`config.mk`:
```
export PLATFORM = sky130hd
export DESIGN_NAME = short_branch_pc
export DESIGN_NICKNAME = d
export VERILOG_FILES = /design/src/rtl/short_branch_pc.sv
export SDC_FILE = /design/constraint.sdc
export NUM_CORES = 1
export LEC_CHECK = 0
export ABC_AREA = 1
export BUFFER_PORTS_ARGS = -buffer_cell sky130_fd_sc_hd__buf_2
export CELL_PAD_IN_SITES_DETAIL_PLACEMENT = 1
export CELL_PAD_IN_SITES_GLOBAL_PLACEMENT = 1
export CORE_ASPECT_RATIO = 2
export CORE_UTILIZATION = 36
export CTS_CLUSTER_DIAMETER = 60
export DETAILED_ROUTE_END_ITERATION = 10
export PLACE_DENSITY_LB_ADDON = 0.2
export SETUP_SLACK_MARGIN = 0.5
export SYNTH_ARGS = -nofsm -noshare
export SYNTH_HDL_FRONTEND = slang
export SYNTH_SLANG_ARGS = --single-unit
```
`constraint.sdc`:
```
create_clock -name clk -period 5.4 [get_ports clk]
set_clock_uncertainty 0.05 [all_clocks]
set_input_delay 0.81 -clock clk [delete_from_list [all_inputs] [get_ports clk]]
set_output_delay 0.81 -clock clk [all_outputs]
set_load 0.05 [all_outputs]
```
`src/rtl/short_branch_pc.sv`:
```
module short_branch_pc #(
  parameter int AW = 16,
  parameter int IW = 16,
  parameter int RW = 3,
  parameter int PC_IDX = 7
) (
  input  logic          clk,
  input  logic          rst_n,
  output logic [AW-1:0] fetch_addr_o,
  input  logic [IW-1:0] fetch_data_i,
  output logic          ex_valid_o,
  output logic [IW-1:0] ex_instr_o,
  output logic [AW-1:0] pc_o,
  input  logic [2:0]    op_i,
  input  logic          fmt_i,
  input  logic [RW-1:0] dst_i,
  input  logic [3:0]    imm_i,
  input  logic [2:0]    cond_i,
  input  logic          zf_i,
  input  logic          cf_i,
  input  logic [AW-1:0] set_val_i,
  output logic [AW-1:0] ofs_o,
  output logic          flush_o,
  output logic [AW-1:0] next_pc_o
);

  localparam logic [2:0]    OP_ADD = 3'd1;
  localparam logic [2:0]    OP_SET = 3'd2;
  localparam logic [AW-1:0] ONE    = AW'(1);

  logic [AW-1:0] fa_q, spc_q, target;
  logic [IW-1:0] slot_q;
  logic          sv_q, cond_ok, short_add, wr_pc;
  logic signed [4:0] ofs5;

  assign short_add = (op_i == OP_ADD) && fmt_i;
  assign ofs5      = (short_add && imm_i == 4'd0) ? 5'sd8 : {imm_i[3], imm_i};
  assign ofs_o     = {{(AW-5){ofs5[4]}}, ofs5};

  always_comb begin
    case (cond_i)
      3'd0:    cond_ok = 1'b1;
      3'd1:    cond_ok = zf_i;
      3'd2:    cond_ok = !zf_i;
      3'd3:    cond_ok = cf_i;
      3'd4:    cond_ok = !cf_i;
      default: cond_ok = 1'b0;
    endcase
  end

  assign wr_pc     = (dst_i == RW'(PC_IDX)) && (short_add || op_i == OP_SET);
  assign flush_o   = sv_q && wr_pc && cond_ok;
  assign target    = (op_i == OP_SET) ? set_val_i : spc_q + ofs_o;
  assign next_pc_o = flush_o ? target : spc_q + ONE;

  always_ff @(posedge clk) begin
    if (!rst_n) begin
      fa_q   <= '0;
      spc_q  <= '0;
      slot_q <= '0;
      sv_q   <= 1'b0;
    end else if (flush_o) begin
      sv_q <= 1'b0;
      fa_q <= target;
    end else begin
      sv_q   <= 1'b1;
      slot_q <= fetch_data_i;
      spc_q  <= fa_q;
      fa_q   <= fa_q + ONE;
    end
  end

  assign fetch_addr_o = fa_q;
  assign ex_valid_o   = sv_q;
  assign ex_instr_o   = slot_q;
  assign pc_o         = spc_q;

  assert_offset_range_R3: assert property (@(posedge clk) disable iff (!rst_n)
    short_add |-> ($signed(ofs_o) != 0 && $signed(ofs_o) >= -8 && $signed(ofs_o) <= 8));

  assert_seq_advance_R2: assert property (@(posedge clk) disable iff (!rst_n)
    ex_valid_o && !flush_o |=> ex_valid_o && pc_o == $past(pc_o) + ONE);

  assert_bubble_after_flush_R6: assert property (@(posedge clk) disable iff (!rst_n)
    flush_o |=> !ex_valid_o && fetch_addr_o == $past(next_pc_o));

  assert_refill_R6: assert property (@(posedge clk) disable iff (!rst_n)
    !ex_valid_o |=> ex_valid_o);

  assert_no_self_loop_R10: assert property (@(posedge clk) disable iff (!rst_n)
    flush_o && short_add |-> next_pc_o != pc_o);

  assert_idle_ignored_R11: assert property (@(posedge clk) disable iff (!rst_n)
    !ex_valid_o |-> !flush_o);

endmodule

```
==> results.json, run 1 <==
{
  "power_density_nw_per_um2": 205,
  "final-setup-viol-count": 0,
  "rows": 51,
  "clock-root-buffer": "clkbuf_16",
  "fp.dieH_um": 143,
  "grt_pass1_vias": 4149,
  "setup_tns_ns": 0,
  "num_vias": 4072,
  "crit_type": "primary input to output port",
  "cts_htree_levels": 2,
  "finalHoldViolations": 0,
  "portBuffers": 131,
  "multi_input_area_um2": 2190,
  "post_drt_wl_per_cell_um": 14.5,
  "antennaDiodeCount": 0,
  "cts_buffers": 5,
  "ys_seq_area_share_pct": 27.3,
  "grt_remaining_overflow": 0,
  "tightest_slew_ns": 0.619,
  "viasPerCell": 5.01,
  "synthArstFlopShare_pct": 0,
  "netlist_instances": 574,
  "peakVddDrop_v": 0.000304,
  "core_um2": 9700,
  "cts_tree": "built",
  "synth_nets": 642,
  "drtIter0Drc": 61,
  "synth_cell_types": 41,
  "max_slew_margin_pct": 58.7,
  "dr.max_layer_used": "met4",
  "clk_path_buf_depth": 2,
  "ios": 132,
  "cap_viol_max_count": 0,
  "cp_max_fo": 63,
  "ys.flop_type": "dfxtp_1",
  "drtPass1Iterations": 4,
  "met1_length_mm": 4.59,
  "area_growth_pct": 22.1,
  "period_share_pct": 72.9,
  "cts.hold.buffers_added": 0,
  "path_clk_slew_ns": 0.06,
  "initial_utilization_pct": 37.1,
  "antenna_left": 0,
  "synth_area_per_cell_um2": 6.27,
  "fmax_mhz": 254,
  "nNetsFinal": 748,
  "route.detailed.drc": 0,
  "postPlaceCellArea_um2": 4230,
  "chipWidth_um": 72.7,
  "worst_setup_path_end_kind": "output port",
  "hp-class": "flop to flop",
  "numClockSinks": 49,
  "antenna_found_initial": 0,
  "grt_max_degree": 64,
  "crit_required_ns": 4.54,
  "total_leakage_power_nw": 2.35,
  "globalplace.congestion": 0.876,
  "design_area_um2": 4390,
  "fillerInstances": 1382,
  "drv_slew": 0,
  "cts_setup_buffers": 0,
  "wl_mm": 11.8,
  "start_kind": "primary input",
  "clock_latency_ns": 0.29,
  "layout_min_cycle_time_ns": 3.93,
  "wl_met2_mm": 6.35,
  "die-area_um2": 10400,
  "track_usage_pct": 23.3,
  "grt_setup_unrepaired": "no",
  "route.met3.wl_um": 371,
  "yosys_warnings": 0,
  "ff_latch_area_um2": 981,
  "drive_gt1_share_pct": 23.8,
  "synth_edf_count": 0,
  "ys_ff_latch": 49,
  "grt_first_pass_wirelength_mm": 18.9,
  "status": "complete, no violations",
  "cp.arrival_ns": 3.07,
  "syn_area_um2": 3600,
  "place_hpwl_mm": 9.64,
  "ctsResizeCount": 0
}
cells in the final DEF (no fill, tap or decap), types with 2 or more instances in the layout:
master and n:
or2_2 4, o21ai_1 3, o31ai_1 2, nand2_1 131
ha_1 17, nor2_2 6, o21ai_0 44, nor3_1 3
nand3_1 42, o22ai_1 2, dfxtp_1 49, buf_2 131
clkbuf_16 5, nand2_2 2, o211ai_1 4, nand4_1 8
a21o_1 2, clkbuf_8 2, a21oi_1 36, nand3_2 3
xnor2_1 8, inv_1 61, nor2_1 92, xor2_1 7
worst paths after layout:
kind	slack [ns]	end	cells past startpoint	start
max reg2reg	3.23	fetch_addr_o[12]	11	pc_o[0]
max	1.47	next_pc_o[6]	10	op_i[0]
min	0.46	ex_instr_o[4]	2	ex_instr_o[4]
min reg2reg	0.46	ex_instr_o[4]	2	ex_instr_o[4]
critical path, cell delays in order:
cell and delay, ns:
buf_2 0.11, nor2_2 0.09, nand2_1 0.05, buf_4 0.22
a21oi_2 0.21, nand2_4 0.35, inv_4 0.51, o211ai_1 0.21
o31ai_1 0.14, buf_2 0.33
cell families after synthesis:
family / share of synthesized area, %
flip-flops: 27.3
buffers and inverters: 12.1
AND/OR/NAND/NOR: 35.3
AO/OA/AOI/OAI: 15.2
XOR/XNOR: 3.65
adder cells (fa/ha/maj): 6.47
Yosys cell counts (6+ instances only):
| cell type | count | area, um^2 |
|---|---|---|
| nor2_2 | 6 | 37.5 |
| xnor2_1 | 8 | 70.1 |
| xor2_1 | 7 | 61.3 |
| buf_2 | 6 | 30.0 |
| dfxtp_1 | 49 | 981 |
| o21ai_0 | 44 | 220 |
| nor2_1 | 92 | 345 |
| inv_1 | 61 | 229 |
| buf_4 | 14 | 105 |
| nand2_1 | 131 | 492 |
| nand3_1 | 42 | 210 |
| clkbuf_1 | 9 | 33.8 |
| nand4_1 | 8 | 50.1 |
| a21oi_1 | 36 | 180 |
| ha_1 | 17 | 213 |
flip-flops by register name (all words and copies together) (netlist names):
register / count
fetch_addr_o: 16
ex_valid_o: 1
ex_instr_o: 16
pc_o: 16
layer usage:
metal	up-vias	global-route usage (%)
met2	99	44.5
met5	-	0
met4	0	11.4
met3	27	2.10
li1	2050	-
met1	1896	24.5
power breakdown:
part,internal [mW],switching (mW)
combinational,0.0542,0.139
clock,0.196,0.130
sequential,0.372,0.00901
layout make-up:
| type | count | share of cell area [%] |
|---|---|---|
| well taps | 132 | 3.76 |
| clock inverters | 1 | 0.114 |
| repair buffers | 132 | 15.1 |
| flip-flops and latches | 49 | 22.3 |
| multi-input cells | 430 | 49.9 |
| inverters | 62 | 5.36 |
| clock buffers | 7 | 3.48 |
per-stage QoR:
step	instances	power, mW	setup WS [ns]	hold slack, ns	utilization (%)
after floorplan	574	0.531	1.00	0.653	-
after global placement	805	0.580	1.50	0.432	43.7
after detailed placement	805	0.584	1.45	0.447	43.7
after CTS	813	0.911	1.44	0.458	45.3
after global routing	813	0.944	1.24	0.501	45.3
final	813	0.901	1.47	0.459	45.3
Power figures use the tool's default switching activity.
==> run 2, diff against run 1 <==
--- a/config.mk
+++ b/config.mk
@@ -10,7 +10,7 @@
 export CELL_PAD_IN_SITES_DETAIL_PLACEMENT = 1
 export CELL_PAD_IN_SITES_GLOBAL_PLACEMENT = 1
 export CORE_ASPECT_RATIO = 2
-export CORE_UTILIZATION = 36
+export CORE_UTILIZATION = 34
 export CTS_CLUSTER_DIAMETER = 60
 export DETAILED_ROUTE_END_ITERATION = 10
 export PLACE_DENSITY_LB_ADDON = 0.2
==> constraint.sdc (replaced) <==
create_clock -name clk -period 3.8 [get_ports clk]
set_clock_uncertainty 0.05 [all_clocks]
set_input_delay 0.57 -clock clk [delete_from_list [all_inputs] [get_ports clk]]
set_output_delay 0.57 -clock clk [all_outputs]
set_load 0.05 [all_outputs]
==> results.json, run 2 (same netlist as run 1, synthesis figures left out) <==
{
  "hold_slack_ns": 0.451,
  "p_int_uw": 859,
  "cp_num_buf_inv": 4,
  "die-area_um2": 11000,
  "cts.hold.buffers_added": 0,
  "switching_share_pct": 32.1,
  "track_usage_pct": 23.4,
  "power_density_nw_per_um2": 269,
  "crit_family": "simple AND/OR/NAND/NOR gates",
  "place_inst": 810,
  "clkPwrFrac_pct": 34.4,
  "grt_max_degree": 63,
  "core_um2": 10200,
  "combinationalPowerShare_pct": 22.8,
  "numClockSinks": 49,
  "layout_min_cycle_time_ns": 3.19,
  "crit_path_top_delay_cell": "o41ai_4",
  "cts_buffers": 5,
  "clk_path_buf_depth": 2,
  "initial_utilization_pct": 35.2,
  "globalplace.congestion": 0.835,
  "antennaDiodeCount": 0,
  "drv_slew": 0,
  "place_hpwl_mm": 9.78,
  "final-setup-viol-count": 0,
  "cts_tree": "built",
  "fillerInstances": 1411,
  "tightest_slew_ns": 0.659,
  "cap_viol_max_count": 0,
  "multi_input_area_um2": 2380,
  "ios": 132,
  "path_clk_slew_ns": 0.07,
  "cp.arrival_ns": 2.57,
  "grt_first_pass_wirelength_mm": 20.0,
  "route.detailed.drc": 0,
  "drtPass1Iterations": 4,
  "viasPerCell": 5.02,
  "antenna_left": 0,
  "fin_cells": 825,
  "path_cells": "buf_6 > inv_12 > nand4_1 > o41ai_4 > ha_4 > nand2_2 > inv_1 > nand3_1 > nand2_2 > nand2_1 > nand2_1 > nand2_1 > nand3_1 > nand2_2 > o21ai_4 > buf_6",
  "fmax_mhz": 313,
  "cts_htree_levels": 2,
  "cp_max_fo": 5,
  "rows": 52,
  "timing.final.ws_setup_ns": 0.608,
  "drive_gt1_share_pct": 30.3,
  "status": "complete, no violations",
  "area_growth_pct": 30.9,
  "ff_latch_area_um2": 981,
  "worst_setup_path_end_kind": "output port",
  "p_seq_share_pct": 42.8,
  "total_leakage_power_nw": 2.45,
  "clock_latency_ns": 0.29,
  "grt_setup_unrepaired": "no",
  "final_common_cell": "buf_2",
  "crit_path_max_incr_delay_ns": 0.42,
  "period_share_pct": 84.0,
  "chipWidth_um": 74.7,
  "fp.dieH_um": 147,
  "p_switching_uw": 407,
  "max_slew_margin_pct": 56.1,
  "num_vias": 4143,
  "grt_pass1_vias": 4351,
  "hp-class": "primary input to flop",
  "power_mw": 1.27,
  "crit_type": "primary input to output port",
  "clock-root-buffer": "clkbuf_16",
  "setup_tns_ns": 0,
  "start_kind": "primary input",
  "portBuffers": 131,
  "grt_remaining_overflow": 0,
  "crit_required_ns": 3.18,
  "antenna_found_initial": 0,
  "post-place-ws_ns": 0.320,
  "nNetsFinal": 757,
  "finalHoldViolations": 0,
  "peakVddDrop_v": 0.000329,
  "post_drt_wl_per_cell_um": 15.2,
  "wl_mm": 12.5,
  "final_cell_mix": "120 x buf_2, 108 x nand2_1, 91 x nor2_1",
  "drtIter0Drc": 84
}
-- run 2: layer usage --
layer | part of all wire [%] | vias up | wire length [um] | track usage, %
li1 | - | 2064 | - | -
met1 | 38 | 1961 | 4780 | 23.8
met2 | 55 | 97 | 6950 | 45.3
met3 | 3.0 | 21 | 379 | 2.59
met4 | 3.4 | 0 | 430 | 9.53
met5 | 0 | - | 0 | 0
-- run 2: timing repair --
| action | CTS | global route |
|---|---|---|
| gates resized for setup | 6 | 41 |
| gates cloned | 0 | 0 |
| buffers inserted | 0 | 7 |
| setup endpoints to repair | 11 | 10 |
| pin swaps | 3 | 13 |
-- run 2: worst min-delay path, stage by stage --
cell and delay [ns]:
buf_2 0.07, nor2_1 0.03, nor2_1 0.08
-- run 2: per-stage QoR --
step / util (%) / area, um^2
after floorplan: - / 3720
after global placement: 42.8 / 4370
after detailed placement: 42.8 / 4370
after CTS: 44.4 / 4540
after global routing: 46.1 / 4710
final: 46.1 / 4710
-- run 2: worst paths after layout --
path,start,depth (start not counted),end,slack (ns)
setup / recovery,op_i[1],16,next_pc_o[9],0.61
hold / removal,fetch_data_i[7],3,ex_instr_o[7],0.45
setup reg to reg,pc_o[0],12,fetch_addr_o[14],1.58
hold reg to reg,fetch_addr_o[15],2,pc_o[15],0.45
-- run 2: final cells by class --
class | count | area share (%)
tap | 135 | 3.59
clock buffer | 7 | 2.82
sequential | 49 | 20.8
timing repair buffer | 141 | 16.7
multi-input combinational | 430 | 50.5
clock inverter | 1 | 0.159
inverter | 62 | 5.32
-- run 2: power groups by stage --
stage | Combinational [mW] | Sequential [mW] | Clock [mW]
after floorplan | 0.152 | 0.605 | 0
after global placement | 0.274 | 0.552 | 0
after detailed placement | 0.280 | 0.553 | 0
after CTS | 0.283 | 0.542 | 0.447
after global routing | 0.313 | 0.544 | 0.464
final | 0.288 | 0.542 | 0.435
==> run 3, diff against run 2 <==
--- a/config.mk
+++ b/config.mk
@@ -10,7 +10,7 @@
 export CELL_PAD_IN_SITES_DETAIL_PLACEMENT = 1
 export CELL_PAD_IN_SITES_GLOBAL_PLACEMENT = 1
 export CORE_ASPECT_RATIO = 2
-export CORE_UTILIZATION = 34
+export CORE_UTILIZATION = 30
 export CTS_CLUSTER_DIAMETER = 60
 export DETAILED_ROUTE_END_ITERATION = 10
 export PLACE_DENSITY_LB_ADDON = 0.2
==> constraint.sdc (replaced) <==
create_clock -name clk -period 2.7 [get_ports clk]
set_clock_uncertainty 0.05 [all_clocks]
set_input_delay 0.405 -clock clk [delete_from_list [all_inputs] [get_ports clk]]
set_output_delay 0.405 -clock clk [all_outputs]
set_load 0.05 [all_outputs]
==> results.json, run 3 (same netlist as run 1, synthesis figures left out) <==
{
  "status": "finished, violations left",
  "violations": "setup timing",
  "hold_end": "ex_instr_o[9]",
  "drtPass1Iterations": 4,
  "final_core_utilization_pct": 51.0,
  "hp-class": "primary input to flop",
  "drive_gt1_share_pct": 44.2,
  "path_cells": "buf_8 > inv_12 > nand4_1 > o41ai_4 > ha_4 > buf_4 > nand4_1 > nand2_2 > nand2_2 > nand2_1 > nand2_1 > nand3_2 > nand2_2 > nand2_4 > buf_8",
  "chipWidth_um": 79.4,
  "timing.final.ws_setup_ns": -0.158,
  "fp.dieH_um": 157,
  "worstRegToRegCells": 14,
  "clock_latency_ns": 0.29,
  "drtIter0Drc": 114,
  "tightest_slew_ns": 0.539,
  "ios": 132,
  "hold_depth": 3,
  "route.detailed.drc": 0,
  "initial_utilization_pct": 30.7,
  "hp-start": "fetch_data_i[9]",
  "rows": 56,
  "cts_htree_levels": 2,
  "viasPerCell": 4.97,
  "peakVddDrop_v": 0.000334,
  "wl_mm": 16.0,
  "grt_max_degree": 36,
  "post-place-ws_ns": -0.478,
  "cts.hold.buffers_added": 0,
  "area_growth_pct": 65.8,
  "postPlaceCellArea_um2": 4920,
  "antennaDiodeCount": 0,
  "worst_setup_path_end_kind": "output port",
  "drv_slew": 0,
  "reg2reg_slack_ns": 0.38,
  "layout_min_cycle_time_ns": 2.86,
  "critPathLaunch": "op_i[1]",
  "antenna_left": 0,
  "crit_required_ns": 2.25,
  "num_vias": 4588,
  "final_common_cell": "buf_2",
  "numClockSinks": 49,
  "track_usage_pct": 25.2,
  "crit_type": "primary input to output port",
  "nNetsFinal": 846,
  "cap_viol_max_count": 0,
  "r2r_start": "pc_o[1]",
  "cp_max_fo": 4,
  "core_um2": 11700,
  "cp.arrival_ns": 2.40,
  "final-setup-viol-count": 8,
  "fin_cells": 924,
  "finalHoldViolations": 0,
  "crit_path_top_delay_cell": "o41ai_4",
  "antenna_found_initial": 0,
  "power_mw": 1.91,
  "grt_remaining_overflow": 0,
  "grt_first_pass_wirelength_mm": 24.0,
  "period_share_pct": 106,
  "max_slew_margin_pct": 64.0,
  "total_leakage_power_nw": 3.09,
  "rr_endpoint": "fetch_addr_o[10]",
  "clock-root-buffer": "clkbuf_16",
  "crit_path_max_incr_delay_ns": 0.34,
  "clk_path_buf_depth": 2,
  "fmax_mhz": 350,
  "grt_pass1_vias": 4853,
  "power_density_nw_per_um2": 320,
  "place_inst": 875,
  "path_clk_slew_ns": 0.06,
  "cp_num_buf_inv": 4,
  "portBuffers": 131,
  "place_hpwl_mm": 11.2,
  "final_cell_mix": "112 x buf_2, 93 x nand2_1, 90 x nor2_1",
  "design_area_um2": 5960,
  "cts_tree": "built",
  "die-area_um2": 12500,
  "globalplace.congestion": 0.819,
  "cts_buffers": 5,
  "start_kind": "primary input",
  "cpMostUsedCell": "nand2_2",
  "post_drt_wl_per_cell_um": 17.3,
  "crit_family": "simple AND/OR/NAND/NOR gates",
  "grt_setup_unrepaired": "yes"
}
==> run 3: changes by cell type in the layout (fill, tap and decap cells not counted), sizes merged <==
cell and change:
clkinv +3, inv -1, clkinvlp -1, clkbuf -3, buf +90, bufbuf +1
==> run 3: timing repair <==
action,CTS,global route
hold endpoints to repair,0,0
setup endpoints to repair,28,28
cloned,3,0
gates resized for setup,94,48
pin swaps,34,21
buffers inserted,25,13
==> run 3: metrics by stage <==
stage	setup TNS [ns]	hold WS, ns
after floorplan	-3.27	0.490
after global placement	-3.36	0.426
after detailed placement	-4.26	0.443
after CTS	-0.411	0.278
after global routing	-1.91	0.285
final	-0.697	0.282
==> run 3: worst max path at each step <==
stage / cells past startpoint / end
after detailed placement: 15 / next_pc_o[14]
after CTS: 14 / next_pc_o[6]
after global routing: 16 / next_pc_o[10]
final: 15 / next_pc_o[10]
after global placement: 15 / next_pc_o[14]
after floorplan: 12 / next_pc_o[6]
==> run 3: power breakdown <==
| part | switching (mW) | internal [mW] |
|---|---|---|
| registers | 0.0169 | 0.745 |
| logic | 0.325 | 0.177 |
| clock network | 0.276 | 0.369 |
| total | 0.619 | 1.29 |
==> run 3: layout make-up <==
type                    instances  area (um^2)
inverters                      62          260
clock inverters                 2         13.8
flip-flops and latches         49          988
clock buffers                   6          139
fillers                      1526         5740
repair buffers                230         1760
multi-input cells             430         2620
well taps                     145          181
==> run 3: worst min-delay path, stage by stage <==
cell	delay, ns
buf_2	0.07
nor2_1	0.03
nor2_1	0.08
==> run 3: layer usage <==
layer | GRT usage (%) | wire length [um]
met1 | 24.3 | 5710
met2 | 49.7 | 8990
met3 | 2.51 | 537
met4 | 13.9 | 783
met5 | 0 | 0
